[src/rtl/adc_seq_pkg.sv]
package adc_seq_pkg;

   typedef enum logic [1:0] {
      PH_IDLE   = 2'd0,
      PH_SAMPLE = 2'd1,
      PH_CONV   = 2'd2
   } phase_e;

   // sample phase grows as unit * (2^(code+1) - 1)
   function automatic int unsigned samp_len(input logic [1:0] code, input int unsigned unit);
      return unit * ((32'd2 << code) - 32'd1);
   endfunction

   // conversion phase doubles per code step
   function automatic int unsigned conv_len(input logic [1:0] code, input int unsigned unit);
      return unit << code;
   endfunction

endpackage

[src/rtl/adc_cfg_regs.sv]
module adc_cfg_regs #(
   parameter int CHAN_W = 4,
   parameter int REF_W  = 2,
   parameter int TC_W   = 2,
   localparam int DATA_W = TC_W + REF_W + CHAN_W
) (
   input  logic              clk,
   input  logic              rst_n,
   input  logic              mod_en,
   input  logic              wr_en,
   input  logic              wr_addr,
   input  logic [DATA_W-1:0] wr_data,
   output logic              start,
   output logic [TC_W-1:0]   start_tcode,
   output logic [TC_W-1:0]   tcode,
   output logic [REF_W-1:0]  ref_sel,
   output logic [CHAN_W-1:0] chan_sel,
   output logic              buf_en
);

   logic wr_ctrl;
   logic wr_buf;

   assign wr_ctrl     = mod_en & wr_en & ~wr_addr;
   assign wr_buf      = mod_en & wr_en &  wr_addr;
   assign start       = wr_ctrl;
   assign start_tcode = wr_data[DATA_W-1 -: TC_W];

   always_ff @(posedge clk or negedge rst_n) begin
      if (!rst_n) begin
         tcode    <= '0;
         ref_sel  <= '0;
         chan_sel <= '0;
      end else if (wr_ctrl) begin
         tcode    <= wr_data[DATA_W-1 -: TC_W];
         ref_sel  <= wr_data[CHAN_W +: REF_W];
         chan_sel <= wr_data[CHAN_W-1:0];
      end
   end

   always_ff @(posedge clk or negedge rst_n) begin
      if (!rst_n)
         buf_en <= 1'b0;
      else if (wr_buf)
         buf_en <= wr_data[0];
   end

endmodule

[src/rtl/adc_phase_timer.sv]
module adc_phase_timer
   import adc_seq_pkg::*;
#(
   parameter int unsigned SAMP_UNIT = 20,
   parameter int unsigned CONV_UNIT = 40,
   parameter int CNT_W = 9
) (
   input  logic       clk,
   input  logic       rst_n,
   input  logic       mod_en,
   input  logic       start,
   input  logic [1:0] start_tcode,
   input  logic [1:0] run_tcode,
   output phase_e     phase,
   output logic       capture
);

   logic [CNT_W-1:0] cnt_q;
   logic [CNT_W-1:0] samp_load;
   logic [CNT_W-1:0] conv_load;
   logic             cnt_zero;

   assign samp_load = CNT_W'(samp_len(start_tcode, SAMP_UNIT) - 1);
   assign conv_load = CNT_W'(conv_len(run_tcode, CONV_UNIT) - 1);
   assign cnt_zero  = (cnt_q == '0);
   assign capture   = (phase == PH_CONV) && cnt_zero && mod_en && !start;

   always_ff @(posedge clk or negedge rst_n) begin
      if (!rst_n) begin
         phase <= PH_IDLE;
         cnt_q <= '0;
      end else if (!mod_en) begin
         phase <= PH_IDLE;
         cnt_q <= '0;
      end else if (start) begin
         phase <= PH_SAMPLE;
         cnt_q <= samp_load;
      end else begin
         unique case (phase)
            PH_SAMPLE: begin
               if (cnt_zero) begin
                  phase <= PH_CONV;
                  cnt_q <= conv_load;
               end else begin
                  cnt_q <= cnt_q - 1'b1;
               end
            end
            PH_CONV: begin
               if (cnt_zero)
                  phase <= PH_IDLE;
               else
                  cnt_q <= cnt_q - 1'b1;
            end
            default: begin
               phase <= PH_IDLE;
               cnt_q <= '0;
            end
         endcase
      end
   end

endmodule

[src/rtl/adc_result_cap.sv]
module adc_result_cap #(
   parameter int RES_W = 10
) (
   input  logic             clk,
   input  logic             rst_n,
   input  logic             mod_en,
   input  logic             start,
   input  logic             capture,
   input  logic [RES_W-1:0] conv_in,
   output logic [RES_W-1:0] result,
   output logic             done
);

   always_ff @(posedge clk or negedge rst_n) begin
      if (!rst_n) begin
         result <= '0;
         done   <= 1'b1;
      end else if (!mod_en) begin
         done   <= 1'b1;
      end else if (start) begin
         done   <= 1'b0;
      end else if (capture) begin
         result <= conv_in;
         done   <= 1'b1;
      end
   end

endmodule

[src/rtl/adc_seq_ctrl.sv]
module adc_seq_ctrl
   import adc_seq_pkg::*;
#(
   parameter int CHAN_W = 4,
   parameter int REF_W  = 2,
   parameter int RES_W  = 10,
   parameter int unsigned SAMP_UNIT = 20,
   parameter int unsigned CONV_UNIT = 40,
   localparam int TC_W   = 2,
   localparam int DATA_W = TC_W + REF_W + CHAN_W,
   localparam int LSB_W  = RES_W - DATA_W,
   localparam int PAD_W  = DATA_W - 1 - LSB_W,
   localparam int MAX_LEN = (SAMP_UNIT * 15 > CONV_UNIT * 8) ? SAMP_UNIT * 15 : CONV_UNIT * 8,
   localparam int CNT_W  = $clog2(MAX_LEN)
) (
   input  logic              clk,
   input  logic              rst_n,
   input  logic              mod_en,
   input  logic              wr_en,
   input  logic              wr_addr,
   input  logic [DATA_W-1:0] wr_data,
   input  logic              rd_addr,
   output logic [DATA_W-1:0] rd_data,
   input  logic [RES_W-1:0]  conv_in,
   output logic [CHAN_W-1:0] chan_sel,
   output logic [REF_W-1:0]  ref_sel,
   output logic              buf_en,
   output logic              samp_strobe
);

   generate
      if (LSB_W < 1 || PAD_W < 0) begin : g_bad_split
         $error("RES_W must exceed DATA_W and its low part must fit beside the flag");
      end
      if (SAMP_UNIT < 1 || CONV_UNIT < 1) begin : g_bad_unit
         $error("phase units must be at least one clock");
      end
   endgenerate

   logic             start;
   logic [TC_W-1:0]  start_tcode;
   logic [TC_W-1:0]  run_tcode;
   phase_e           phase;
   logic             capture;
   logic [RES_W-1:0] result_q;
   logic             done_q;
   logic [DATA_W-1:0] low_word;

   adc_cfg_regs #(
      .CHAN_W (CHAN_W),
      .REF_W  (REF_W),
      .TC_W   (TC_W)
   ) u_cfg (
      .clk         (clk),
      .rst_n       (rst_n),
      .mod_en      (mod_en),
      .wr_en       (wr_en),
      .wr_addr     (wr_addr),
      .wr_data     (wr_data),
      .start       (start),
      .start_tcode (start_tcode),
      .tcode       (run_tcode),
      .ref_sel     (ref_sel),
      .chan_sel    (chan_sel),
      .buf_en      (buf_en)
   );

   adc_phase_timer #(
      .SAMP_UNIT (SAMP_UNIT),
      .CONV_UNIT (CONV_UNIT),
      .CNT_W     (CNT_W)
   ) u_timer (
      .clk         (clk),
      .rst_n       (rst_n),
      .mod_en      (mod_en),
      .start       (start),
      .start_tcode (start_tcode),
      .run_tcode   (run_tcode),
      .phase       (phase),
      .capture     (capture)
   );

   adc_result_cap #(
      .RES_W (RES_W)
   ) u_res (
      .clk     (clk),
      .rst_n   (rst_n),
      .mod_en  (mod_en),
      .start   (start),
      .capture (capture),
      .conv_in (conv_in),
      .result  (result_q),
      .done    (done_q)
   );

   assign samp_strobe = (phase == PH_SAMPLE);

   generate
      if (PAD_W > 0) begin : g_low_pad
         assign low_word = {done_q, {PAD_W{1'b0}}, result_q[LSB_W-1:0]};
      end else begin : g_low_nopad
         assign low_word = {done_q, result_q[LSB_W-1:0]};
      end
   endgenerate

   assign rd_data = rd_addr ? result_q[RES_W-1 -: DATA_W] : low_word;

endmodule

[config.mk]
export PLATFORM = sky130hd
export DESIGN_NAME = adc_seq_ctrl
export DESIGN_NICKNAME = d
export VERILOG_FILES = /design/src/rtl/adc_seq_pkg.sv /design/src/rtl/adc_cfg_regs.sv /design/src/rtl/adc_phase_timer.sv /design/src/rtl/adc_result_cap.sv /design/src/rtl/adc_seq_ctrl.sv
export SDC_FILE = /design/constraint.sdc
export NUM_CORES = 1
export LEC_CHECK = 0
export BUFFER_PORTS_ARGS = -buffer_cell sky130_fd_sc_hd__buf_4
export CAP_MARGIN = 20
export CORE_UTILIZATION = 35
export CTS_CLUSTER_SIZE = 8
export DETAILED_ROUTE_END_ITERATION = 10
export GPL_TIMING_DRIVEN = 0
export PLACE_DENSITY = 0.54
export SYNTH_ARGS = -nofsm -noshare
export SYNTH_HDL_FRONTEND = slang
export SYNTH_HIERARCHICAL = 1
export SYNTH_SLANG_ARGS = --single-unit
[constraint.sdc]
create_clock -name clk -period 6.2 [get_ports clk]
set_input_delay 1.24 -clock clk [delete_from_list [all_inputs] [get_ports clk]]
set_output_delay 1.24 -clock clk [all_outputs]
set_load 0.02 [all_outputs]
==> metrics.yaml <==
yosys:
  synth-edff-count: 0
  syn_inst: 167
  synth_xor_area_frac: 0.0184
  yosysSeqAreaShare: 0.408
  yosys_warnings: 6
  synthTopCellsByArea: "dfrtp_1 39%, ha_1 9.2%, mux2_4 7.9%, mux2_2 7.1%, o31a_1 2.8%"
  yosys.area_share.simple: 0.145
  synth_fa_ha_area_frac: 0.0919
  synthArstFlopShare: 1.00
  yosysMostFrequentCell: "dfrtp_1"
  synth-compound-area-share: 0.144
  synth_area_per_cell_sq_um: 11.4
  ys_ff_latch: 31
  synth_top_area_cell: "dfrtp_1"
  synth.distinct_cells: 51
  synth_top_family_by_area: "multiplexers"
  netlist_top_cells_count: "30 x dfrtp_1, 14 x ha_1, 12 x mux2_2, 10 x inv_1, 10 x mux2_4"
  synthMuxAreaShare: 0.150
  syn_nets: 205
  yosysTopAreaCellShare: 0.394
  synth_ff_type: "dfrtp_1"
  synthesis.area_sq_um: 1910
pwr:
  p_comb_frac: 0.259
  p_sw_uw: 158
  power_frac_seq: 0.440
  peakVddDrop_uv: 120
  power_density_nw_per_um2: 229
  p_clk_frac: 0.301
  swShare: 0.290
  power_leakage_nw: 1.18
  p_int_uw: 386
timing:
  fin_crit_sh: 0.499
  rsz0062_at_grt: "no"
  slew_headroom: 0.600
  setup_tns_ps: 0
  setup_viol: 0
  tightest_slew_ps: 599
  finalHoldViolations: 0
  min_period_ps: 3100
  max_freq_mhz: 323
  slew_viol_final: 0
  skew_ps: 6.19
detailed_routing:
  wl_per_cell_um: 14.6
  wl_um: 4130
  ant_nets: 0
  drc_errors: 0
  vias: 1453
  drtPass1Iterations: 4
  via_per_inst: 5.12
  drtIter0Drc: 115
worst_setup_path:
  ff2ff_path_depth: 8
  critPathMaxFanout: 8
  critical_path.top_delay_family: "multiplexers"
  timing.rr.end: "u_res/result[3]"
  path_cells: "buf_4 -> mux2_2 -> buf_4"
  max_stage_delay_ps: 330
  startpoint: "rd_addr"
  slowest_stage: "mux2_2"
  path_buf_inv: 2
  crit_end: "rd_data[1]"
  endpoint_kind: "output port"
  cp_common_cell: "buf_4"
  r2r_start: "u_timer/cnt_q[0]"
  crit_cells: 3
  r2r_slack_ps: 3570
  critical_path_arrival_ps: 1860
  worstSetupPathType: "in2out"
  critPathRequiredTime_ps: 4960
  critPathLaunchType: "primary input"
cts:
  root_buffer: "clkbuf_8"
  cts_setup_buffers: 0
  cts_tree: "built"
  cts.repair.resized: 0
  insertion_delay_ps: 280
  cts_hold_buf: 0
  path_clk_slew_ps: 60
  cts_buffer_depth: 2
  clock_sinks: 31
  cts_made_buffers: 5
  cts_max_level: 2
die:
  die_w_um: 75.8
  initial_core_util: 0.368
  core_sq_um: 5170
  io_pins: 40
  rows: 26
  die_y_um: 75.8
  die_area_sq_um: 5740
layout:
  area_growth_pct: 24.8
  layout-drive-gt1-share: 0.402
  final_cells: 284
  fillers: 477
  nets: 251
  diodes: 0
global_routing:
  antenna_found_initial: 0
  grt_pass1_vias: 1419
  track_usage: 0.158
  grt_max_degree: 32
  grt_pass1_wl_um: 6690
  overflow: 0
placement:
  io_buffers: 39
  gp_congestion: 0.886
  dp.cells: 276
  dp_hpwl_um: 3090
hold_path:
  holdCritPathClass: "reg2reg"
flow_run:
  maxCapViolCount: 0
status:
  status: "complete, no violations"
## sequential cells by signal, summed over array words and instances (netlist names)
| register | flops |
|---|---|
| u_cfg/ref_sel | 2 |
| u_res/done | 1 |
| u_res/result | 10 |
| u_timer/phase | 2 |
| u_cfg/buf_en | 1 |
| u_timer/cnt_q | 9 |
| u_cfg/tcode | 2 |
| u_cfg/chan_sel | 4 |
## cell usage in the layout, fill, tap and decap left out, drive strengths merged, types with 2 or more instances in the layout
master  synthesis  layout
buf             5      44
dfrtp          30      30
mux2           22      22
ha             14      14
inv            10      10
o21ai           9       9
clkbuf          2       9
nor2            7       7
o31a            6       6
and2            5       5
nand2           5       5
nand3           4       4
nor3            4       4
nor4            3       3
a21boi          3       3
nor2b           2       2
nand2b          2       2
or2             2       2
or3             2       2
o21a            2       2
xor2            2       2
a311oi          2       2
xnor2           2       2
o32ai           2       2
a221oi          2       2
nand3b          2       2
## worst min path at each step
stage,startpoint,end,cells after the start
finish,u_res/result[6],u_res/result[6],1
global route,u_res/result[3],u_res/result[3],1
CTS,u_res/result[6],u_res/result[6],1
detailed placement,u_res/result[8],u_res/result[8],1
global placement,u_res/result[3],u_res/result[3],1
floorplan,u_res/result[4],u_res/result[4],1
## power by group through the flow
stage | combinational (mW) | sequential (mW) | clock [mW]
floorplan | 0.0764 | 0.250 | 0
global placement | 0.138 | 0.241 | 0
detailed placement | 0.141 | 0.242 | 0
CTS | 0.142 | 0.239 | 0.170
global route | 0.152 | 0.242 | 0.179
finish | 0.141 | 0.239 | 0.164
## layout make-up
class	instances	area, sq um	share of cell area
inverter	10	37.5	0.0158
clock inverter	1	5.00	0.00211
sequential	31	777	0.327
multi-input combinational	119	1050	0.441
clock buffer	7	86.3	0.0363
buffer	7	43.8	0.0184
timing repair buffer	39	293	0.123
tap	70	87.6	0.0368
## logic make-up after synthesis
logic type	Yosys count
AOI/OAI and AO/OA	37
xor gates and xnor gates	4
adders and majority gates	14
buffers and inverters	17
DFF	31
muxes	22
and+or+nand+nor	42
## per-stage QoR
step	power, mW	cell area (sq um)	utilization	hold WS, ps	worst slack [ps]
finish	0.544	2380	0.460	508	3100
global route	0.573	2380	0.460	531	3080
CTS	0.551	2380	0.460	514	3100
detailed placement	0.384	2290	0.442	489	3030
global placement	0.379	2290	0.442	487	3070
floorplan	0.326	1910	-	473	3360
## metal layers
metal	vias up	routed length [um]	global-route usage
li1	706	-	-
met1	705	1910	0.208
met2	38	1980	0.246
met3	4	199	0.0410
met4	0	38	0.0658
met5	-	0	0
(Power assumes the default switching activity.)
